`src/rtl/prio_irq_pkg.sv`:
```
`timescale 1ns/1ps
package prio_irq_pkg;
  localparam int PRIO_W = 5;   // stored bits 7:3 of each urgency byte
  localparam int ADDR_W = 9;

  typedef enum logic [2:0] {
    RG_EN_SET, RG_EN_CLR, RG_PD_SET, RG_PD_CLR, RG_PRIO, RG_NONE
  } region_e;

  function automatic region_e decode_region(input logic [ADDR_W-1:0] a);
    if (a[1:0] != 2'b00) return RG_NONE;
    if (a[8]) return RG_PRIO;
    if (a[5]) return RG_NONE;
    case (a[7:6])
      2'd0:    return RG_EN_SET;
      2'd1:    return RG_EN_CLR;
      2'd2:    return RG_PD_SET;
      default: return RG_PD_CLR;
    endcase
  endfunction
endpackage

```
`src/rtl/prio_irq_regs.sv`:
```
`timescale 1ns/1ps
module prio_irq_regs
  import prio_irq_pkg::*;
#(
  parameter int NUM_IRQ = 64
) (
  input  logic                           clk_i,
  input  logic                           rst_ni,
  input  logic [NUM_IRQ-1:0]             irq_i,
  input  logic                           bus_en_i,
  input  logic                           bus_we_i,
  input  logic [ADDR_W-1:0]              bus_addr_i,
  input  logic [3:0]                     bus_be_i,
  input  logic [31:0]                    bus_wdata_i,
  output logic [31:0]                    bus_rdata_o,
  input  logic [NUM_IRQ-1:0]             ack_clr_i,
  output logic [NUM_IRQ-1:0]             en_o,
  output logic [NUM_IRQ-1:0]             pend_o,
  output logic [NUM_IRQ-1:0][PRIO_W-1:0] prio_o
);
  region_e    rg;
  logic [2:0] bank;
  logic [5:0] pword;
  logic       wr;

  assign rg    = bus_en_i ? decode_region(bus_addr_i) : RG_NONE;
  assign bank  = bus_addr_i[4:2];
  assign pword = bus_addr_i[7:2];
  assign wr    = bus_we_i && (rg != RG_NONE);

  logic [NUM_IRQ-1:0] en_set, en_clr, pd_set, pd_clr, prio_we;
  logic [NUM_IRQ-1:0] en_q, pend_q;
  logic [NUM_IRQ-1:0][PRIO_W-1:0] prio_q;

  for (genvar i = 0; i < NUM_IRQ; i++) begin : g_src
    localparam int BANK = i / 32;
    localparam int BIT  = i % 32;
    localparam int LANE = BIT / 8;
    logic hit;
    assign hit        = wr && (bank == 3'(BANK)) && bus_be_i[LANE] && bus_wdata_i[BIT];
    assign en_set[i]  = hit && (rg == RG_EN_SET);
    assign en_clr[i]  = hit && (rg == RG_EN_CLR);
    assign pd_set[i]  = hit && (rg == RG_PD_SET);
    assign pd_clr[i]  = hit && (rg == RG_PD_CLR);
    assign prio_we[i] = wr && (rg == RG_PRIO) && (pword == 6'(i / 4)) && bus_be_i[i % 4];
  end

  always_ff @(posedge clk_i or negedge rst_ni) begin
    if (!rst_ni) begin
      en_q   <= '0;
      pend_q <= '0;
      prio_q <= '0;
    end else begin
      en_q   <= (en_q | en_set) & ~en_clr;
      // asserted lines win over any clear
      pend_q <= (pend_q & ~pd_clr & ~ack_clr_i) | pd_set | irq_i;
      for (int i = 0; i < NUM_IRQ; i++)
        if (prio_we[i]) prio_q[i] <= bus_wdata_i[(i % 4) * 8 + 3 +: PRIO_W];
    end
  end

  always_comb begin
    bus_rdata_o = '0;
    for (int i = 0; i < NUM_IRQ; i++) begin
      case (rg)
        RG_EN_SET, RG_EN_CLR: if (bank == 3'(i / 32)) bus_rdata_o[i % 32] = en_q[i];
        RG_PD_SET, RG_PD_CLR: if (bank == 3'(i / 32)) bus_rdata_o[i % 32] = pend_q[i];
        RG_PRIO: if (pword == 6'(i / 4)) bus_rdata_o[(i % 4) * 8 + 3 +: PRIO_W] = prio_q[i];
        default: ;
      endcase
    end
  end

  assign en_o   = en_q;
  assign pend_o = pend_q;
  assign prio_o = prio_q;

  a_r8_line_pends: assert property (@(posedge clk_i) disable iff (!rst_ni)
    (irq_i != '0) |=> ((pend_q & $past(irq_i)) == $past(irq_i)));
endmodule

```
`src/rtl/prio_irq_arb.sv`:
```
`timescale 1ns/1ps
module prio_irq_arb
  import prio_irq_pkg::*;
#(
  parameter int NUM_IRQ = 64,
  localparam int ID_W   = $clog2(NUM_IRQ)
) (
  input  logic [NUM_IRQ-1:0]             cand_i,
  input  logic [NUM_IRQ-1:0][PRIO_W-1:0] prio_i,
  output logic                           valid_o,
  output logic [ID_W-1:0]                id_o,
  output logic [PRIO_W-1:0]              prio_o
);
  // descending scan with <= leaves the lowest index on ties
  always_comb begin
    valid_o = 1'b0;
    id_o    = '0;
    prio_o  = '1;
    for (int i = NUM_IRQ - 1; i >= 0; i--) begin
      if (cand_i[i] && (!valid_o || prio_i[i] <= prio_o)) begin
        valid_o = 1'b1;
        id_o    = ID_W'(i);
        prio_o  = prio_i[i];
      end
    end
  end
endmodule

```
`src/rtl/prio_irq_stack.sv`:
```
`timescale 1ns/1ps
module prio_irq_stack
  import prio_irq_pkg::*;
#(
  parameter int DEPTH   = 4,
  localparam int CNT_W  = $clog2(DEPTH + 1),
  localparam int IDX_W  = (DEPTH > 1) ? $clog2(DEPTH) : 1
) (
  input  logic              clk_i,
  input  logic              rst_ni,
  input  logic              push_i,
  input  logic [PRIO_W-1:0] push_prio_i,
  input  logic              pop_i,
  output logic              empty_o,
  output logic              full_o,
  output logic [PRIO_W-1:0] top_o
);
  logic [DEPTH-1:0][PRIO_W-1:0] stk_q;
  logic [CNT_W-1:0] cnt_q, wr_pos, top_pos;
  logic pop_v, push_v;

  assign empty_o = (cnt_q == '0);
  assign full_o  = (cnt_q == CNT_W'(DEPTH));
  assign pop_v   = pop_i && !empty_o;
  assign push_v  = push_i && (!full_o || pop_v);
  assign wr_pos  = cnt_q - CNT_W'(pop_v);
  assign top_pos = cnt_q - CNT_W'(1);
  assign top_o   = empty_o ? '1 : stk_q[IDX_W'(top_pos)];

  always_ff @(posedge clk_i or negedge rst_ni) begin
    if (!rst_ni) begin
      cnt_q <= '0;
      stk_q <= '0;
    end else begin
      cnt_q <= cnt_q - CNT_W'(pop_v) + CNT_W'(push_v);
      if (push_v) stk_q[IDX_W'(wr_pos)] <= push_prio_i;
    end
  end

  a_r10_depth_bound: assert property (@(posedge clk_i) disable iff (!rst_ni)
    cnt_q <= CNT_W'(DEPTH));
  a_r10_pop_unwinds: assert property (@(posedge clk_i) disable iff (!rst_ni)
    (pop_i && !push_i && !empty_o) |=> (cnt_q == $past(cnt_q) - CNT_W'(1)));
endmodule

```
`src/rtl/prio_irq_ctrl.sv`:
```
`timescale 1ns/1ps
module prio_irq_ctrl
  import prio_irq_pkg::*;
#(
  parameter int NUM_IRQ     = 64,
  parameter int STACK_DEPTH = 4,
  localparam int ID_W       = $clog2(NUM_IRQ)
) (
  input  logic               clk_i,
  input  logic               rst_ni,
  input  logic [NUM_IRQ-1:0] irq_i,
  input  logic               bus_en_i,
  input  logic               bus_we_i,
  input  logic [ADDR_W-1:0]  bus_addr_i,
  input  logic [3:0]         bus_be_i,
  input  logic [31:0]        bus_wdata_i,
  output logic [31:0]        bus_rdata_o,
  output logic               req_o,
  output logic [ID_W-1:0]    req_id_o,
  input  logic               ack_i,
  input  logic               eos_i
);
  logic [NUM_IRQ-1:0]             en, pend, ack_clr;
  logic [NUM_IRQ-1:0][PRIO_W-1:0] prio;
  logic                           arb_valid, stk_empty, stk_full, take;
  logic [PRIO_W-1:0]              arb_prio, stk_top;

  prio_irq_regs #(.NUM_IRQ(NUM_IRQ)) u_regs (
    .clk_i, .rst_ni, .irq_i,
    .bus_en_i, .bus_we_i, .bus_addr_i, .bus_be_i, .bus_wdata_i, .bus_rdata_o,
    .ack_clr_i(ack_clr), .en_o(en), .pend_o(pend), .prio_o(prio)
  );

  prio_irq_arb #(.NUM_IRQ(NUM_IRQ)) u_arb (
    .cand_i(en & pend), .prio_i(prio),
    .valid_o(arb_valid), .id_o(req_id_o), .prio_o(arb_prio)
  );

  prio_irq_stack #(.DEPTH(STACK_DEPTH)) u_stack (
    .clk_i, .rst_ni,
    .push_i(take), .push_prio_i(arb_prio), .pop_i(eos_i),
    .empty_o(stk_empty), .full_o(stk_full), .top_o(stk_top)
  );

  assign req_o   = arb_valid && !stk_full && (stk_empty || (arb_prio < stk_top));
  assign take    = ack_i && req_o;
  assign ack_clr = take ? ({{(NUM_IRQ-1){1'b0}}, 1'b1} << req_id_o) : '0;

  a_r4_req_needs_enable: assert property (@(posedge clk_i) disable iff (!rst_ni)
    req_o |-> (en[req_id_o] && pend[req_id_o]));
  a_r9_strict_preempt: assert property (@(posedge clk_i) disable iff (!rst_ni)
    (req_o && !stk_empty) |-> (prio[req_id_o] < stk_top));
  a_r7_ack_clears: assert property (@(posedge clk_i) disable iff (!rst_ni)
    (ack_i && req_o && !irq_i[req_id_o] && !bus_en_i) |=> !pend[$past(req_id_o)]);
endmodule

```
`config.mk`:
```
export PLATFORM = sky130hd
export DESIGN_NAME = prio_irq_ctrl
export DESIGN_NICKNAME = d
export VERILOG_FILES = /design/src/rtl/prio_irq_pkg.sv /design/src/rtl/prio_irq_regs.sv /design/src/rtl/prio_irq_arb.sv /design/src/rtl/prio_irq_stack.sv /design/src/rtl/prio_irq_ctrl.sv
export SDC_FILE = /design/constraint.sdc
export NUM_CORES = 2
export LEC_CHECK = 0
export ABC_CLOCK_PERIOD_IN_PS = 192700
export BUFFER_PORTS_ARGS = -buffer_cell sky130_fd_sc_hd__buf_2
export CELL_PAD_IN_SITES_DETAIL_PLACEMENT = 1
export CELL_PAD_IN_SITES_GLOBAL_PLACEMENT = 1
export CORE_MARGIN = 2
export CORE_UTILIZATION = 49
export DETAILED_ROUTE_END_ITERATION = 7
export HOLD_SLACK_MARGIN = 0.12
export PLACE_DENSITY_LB_ADDON = 0.12
export SLEW_MARGIN = 20
export SYNTH_ARGS = -nofsm -noshare
export SYNTH_HDL_FRONTEND = slang
export SYNTH_SLANG_ARGS = --single-unit
```
`constraint.sdc`:
```
create_clock -name clk_i -period 192.7 [get_ports clk_i]
set_input_delay 38.54 -clock clk_i [delete_from_list [all_inputs] [get_ports clk_i]]
set_output_delay 38.54 -clock clk_i [all_outputs]
set_load 0.01 [all_outputs]
```
==> results.yml <==
detailed_routing:
  wl_mm: 195.0
  ant_nets: 0
  drc_errors: 8
  num_vias: 42560
  dr.pass1.iters: 8
  wl_per_cell_um: 32.86
  drtIter0Drc: 5210
  vias_per_cell: 7.173
setup_path:
  worst-endpoint-required_ns: 154.16
  crit_type: "reg -> out"
  start_kind: "flop"
  end_kind: "primary output"
  cp_slowest_cell: "nor3_1"
  cp.arrival_ns: 128.31
  max_stage_delay_ns: 0.83
  critPathMaxFanout: 15
  critical_path.most_common_cell: "ha_1"
status:
  status: "finished, violations left"
  violations: "DRC"
timing:
  hold_violations: 0
  finalClockSkew_ns: 0.03708
  tightest_slew_ns: 1.199
  fin_crit_sh: 0.8659
  rsz0062_at_grt: "no"
  timing.final.crit_period_ns: 166.85
  holdWs_ns: 0.4925
  finalSetupViolations: 0
  fmax_ghz: 0.005993
  relSlewSlack: 0.2007
  fin_tns_setup_ns: 0
  drv_slew: 0
placement:
  dp.cells: 5823
  dp_hpwl_mm: 150.1
  gp_congestion: 1.055
  io_buffers: 153
synthesis:
  synth_flop_cell: "dfrtp_1"
  synthCells: 4732
  syn_area_per_cell_um2: 8.501
  seq_area_frac_synth: 0.2930
  ys_async_sr_fraction: 1.000
  synth_seq_cells: 471
  yosysTopAreaCellShare: 0.2930
  synth_cell_types: 122
  syn_area_um2: 40230
  yosysWarnings: 0
  synth_edf_count: 0
  synthTopCellsByArea: "dfrtp_1 (29%), mux2_2 (9.1%), ha_1 (8.1%)"
  yosys.area.top_type: "dfrtp_1"
  syn-num-nets: 5109
worst_hold_path:
  hold_class: "reg -> reg"
cells_and_area:
  synthToLayoutAreaGrowth_pct: 9.598
  layout-drive-gt1-share: 0.1615
  instances_no_fill: 5933
  post-route-util: 0.5396
  nets: 5190
power_and_ir_drop:
  p_leak_nw: 21.32
  powerDensity_nw_per_um2: 5.733
  switching_power_uw: 74.72
  swShare: 0.2956
  seq_power_share: 0.407
  p_comb_frac: 0.132
  p_clk_frac: 0.461
  vdd_drop_max_v: 0.000007171
  power.internal_uw: 178.0
floorplan:
  rows: 105
  fp.dieArea_um2: 84410
  initial_core_util: 0.4923
  io_pins: 154
  die_h_um: 290.5
  fp.dieW_um: 290.5
  coreArea_um2: 81720
clock_network:
  cts_tree: "built"
  clock_tree.buffer_depth: 3
  h-tree-depth: 2
  cts_setup_buffers: 0
  hold_buffers: 0
  root_buffer: "clkbuf_16"
  cts.sinks: 471
  cts_buffers: 57
  cts-resized-gates: 0
  clk-insertion-delay-late_ns: 0.67
  clk_pin_slew_ns: 0.06
grt:
  antenna_found_initial: 20
  grt_max_degree: 165
  grt_overflow: 0
  grt_usage: 0.4493
  grt_pass1_wl_mm: 281.8
  grt_pass1_vias: 41320
flow_run:
  drv_cap: 0
==> registers in the layout, summed over array words and instances (netlist names) <==
register       count
u_regs.pend_o     64
u_regs.prio_o    320
u_regs.en_o       64
u_stack.stk_q     20
u_stack.cnt_q      3
==> logic make-up after synthesis <==
group | share of synthesized area
AOI/OAI and AO/OA | 0.2722
xor gates and xnor gates | 0.003701
adders and majority gates | 0.08329
buffers and inverters | 0.03819
DFF | 0.2930
muxes | 0.1236
and+or+nand+nor | 0.1861
==> worst paths after layout <==
| kind | startpoint | end | slack (ns) | depth (start not counted) |
|---|---|---|---|---|
| hold / removal | u_stack.cnt_q[2] | u_stack.cnt_q[2] | 0.49 | 1 |
| setup / recovery | u_regs.pend_o[63] | req_o | 25.85 | 564 |
| min in group asynchronous | rst_ni | u_regs.prio_o[294] | 37.92 | 1 |
| hold reg to reg | u_stack.cnt_q[2] | u_stack.cnt_q[2] | 0.49 | 1 |
| max in group asynchronous | rst_ni | u_regs.pend_o[47] | 152.32 | 3 |
| setup reg to reg | u_regs.pend_o[63] | u_stack.stk_q[12] | 63.79 | 565 |
==> metal layers <==
layer,up-vias,global-route usage,routed length (µm)
li1,18060,-,-
met1,21450,0.6245,79930
met2,2578,0.6427,79490
met3,461,0.1435,26120
met4,18,0.1836,9321
met5,-,0,108
==> critical path: cells and delay by family, from the launching register on <==
family	cells	cell delay, ns
AND/OR/NAND/NOR	166	32.85
flip-flops	1	0.44
AO/OA/AOI/OAI	283	64.62
multiplexers	20	6.90
buffers and inverters	29	2.97
adder cells (fa/ha/maj)	66	19.58
==> power by group through the flow <==
stage / combinational (mW) / clock (mW) / sequential (mW)
after floorplan: 0.0184 / 0 / 0.103
after global placement: 0.0313 / 0 / 0.104
after detailed placement: 0.0321 / 0 / 0.105
after CTS: 0.0324 / 0.116 / 0.103
after global routing: 0.0351 / 0.120 / 0.103
final: 0.0335 / 0.116 / 0.103
==> layout make-up <==
class	instances	area [µm²]
Sequential cell	471	11790
Antenna cell	2	5.005
Clock buffer	80	1664
Fill cell	9767	37630
Timing Repair Buffer	195	1110
Tap cell	1070	1339
Multi-Input combinational cell	3859	27000
Inverter	229	859.6
Clock inverter	27	321.6
==> synth_stat cells, drive strengths merged, types with 20 or more instances <==
master  number
and3        71
and2        79
buf         33
nand2      508
inv        229
nor2       364
nor3        88
o31ai       38
a31oi       82
nand4       50
o21bai      25
clkbuf     140
nand2b      39
a22oi       54
o22ai       30
a211oi      49
nor4        25
nor2b       37
o21a        42
o311ai      23
a21o       111
a221oi      61
mux2       330
ha         262
o211ai      69
a21oi      427
o21ai      273
or3         29
a211o       25
mux2i       83
a222oi      20
a21boi      44
nand3      161
or2         37
dfrtp      471
==> through the flow <==
step	power [mW]	setup WS, ns	area, µm²
CTS	0.2511	26.65	44040
global route	0.2578	16.49	44080
floorplan	0.1217	47.38	40230
finish	0.2528	25.85	44090
detailed placement	0.1367	27.99	42050
global placement	0.1357	31.21	42050
==> cells in the final DEF, fill, tap and decap left out, drive strengths merged, types with 25 or more instances in the layout <==
cell,n
nor2,364
nand2,508
or3,29
buf,195
nor4,25
a221oi,61
nor3,88
and3,71
a211oi,49
a22oi,54
o21a,42
nand2b,39
o22ai,30
dfrtp,471
o31ai,38
mux2i,83
o21ai,273
a21oi,427
nor2b,37
and2,79
o21bai,25
inv,232
o211ai,69
a31oi,82
nand4,50
a21boi,44
nand3,161
or2,37
clkbuf,80
mux2,330
a211o,25
ha,262
a21o,111
Power figures use the tool's default switching activity.
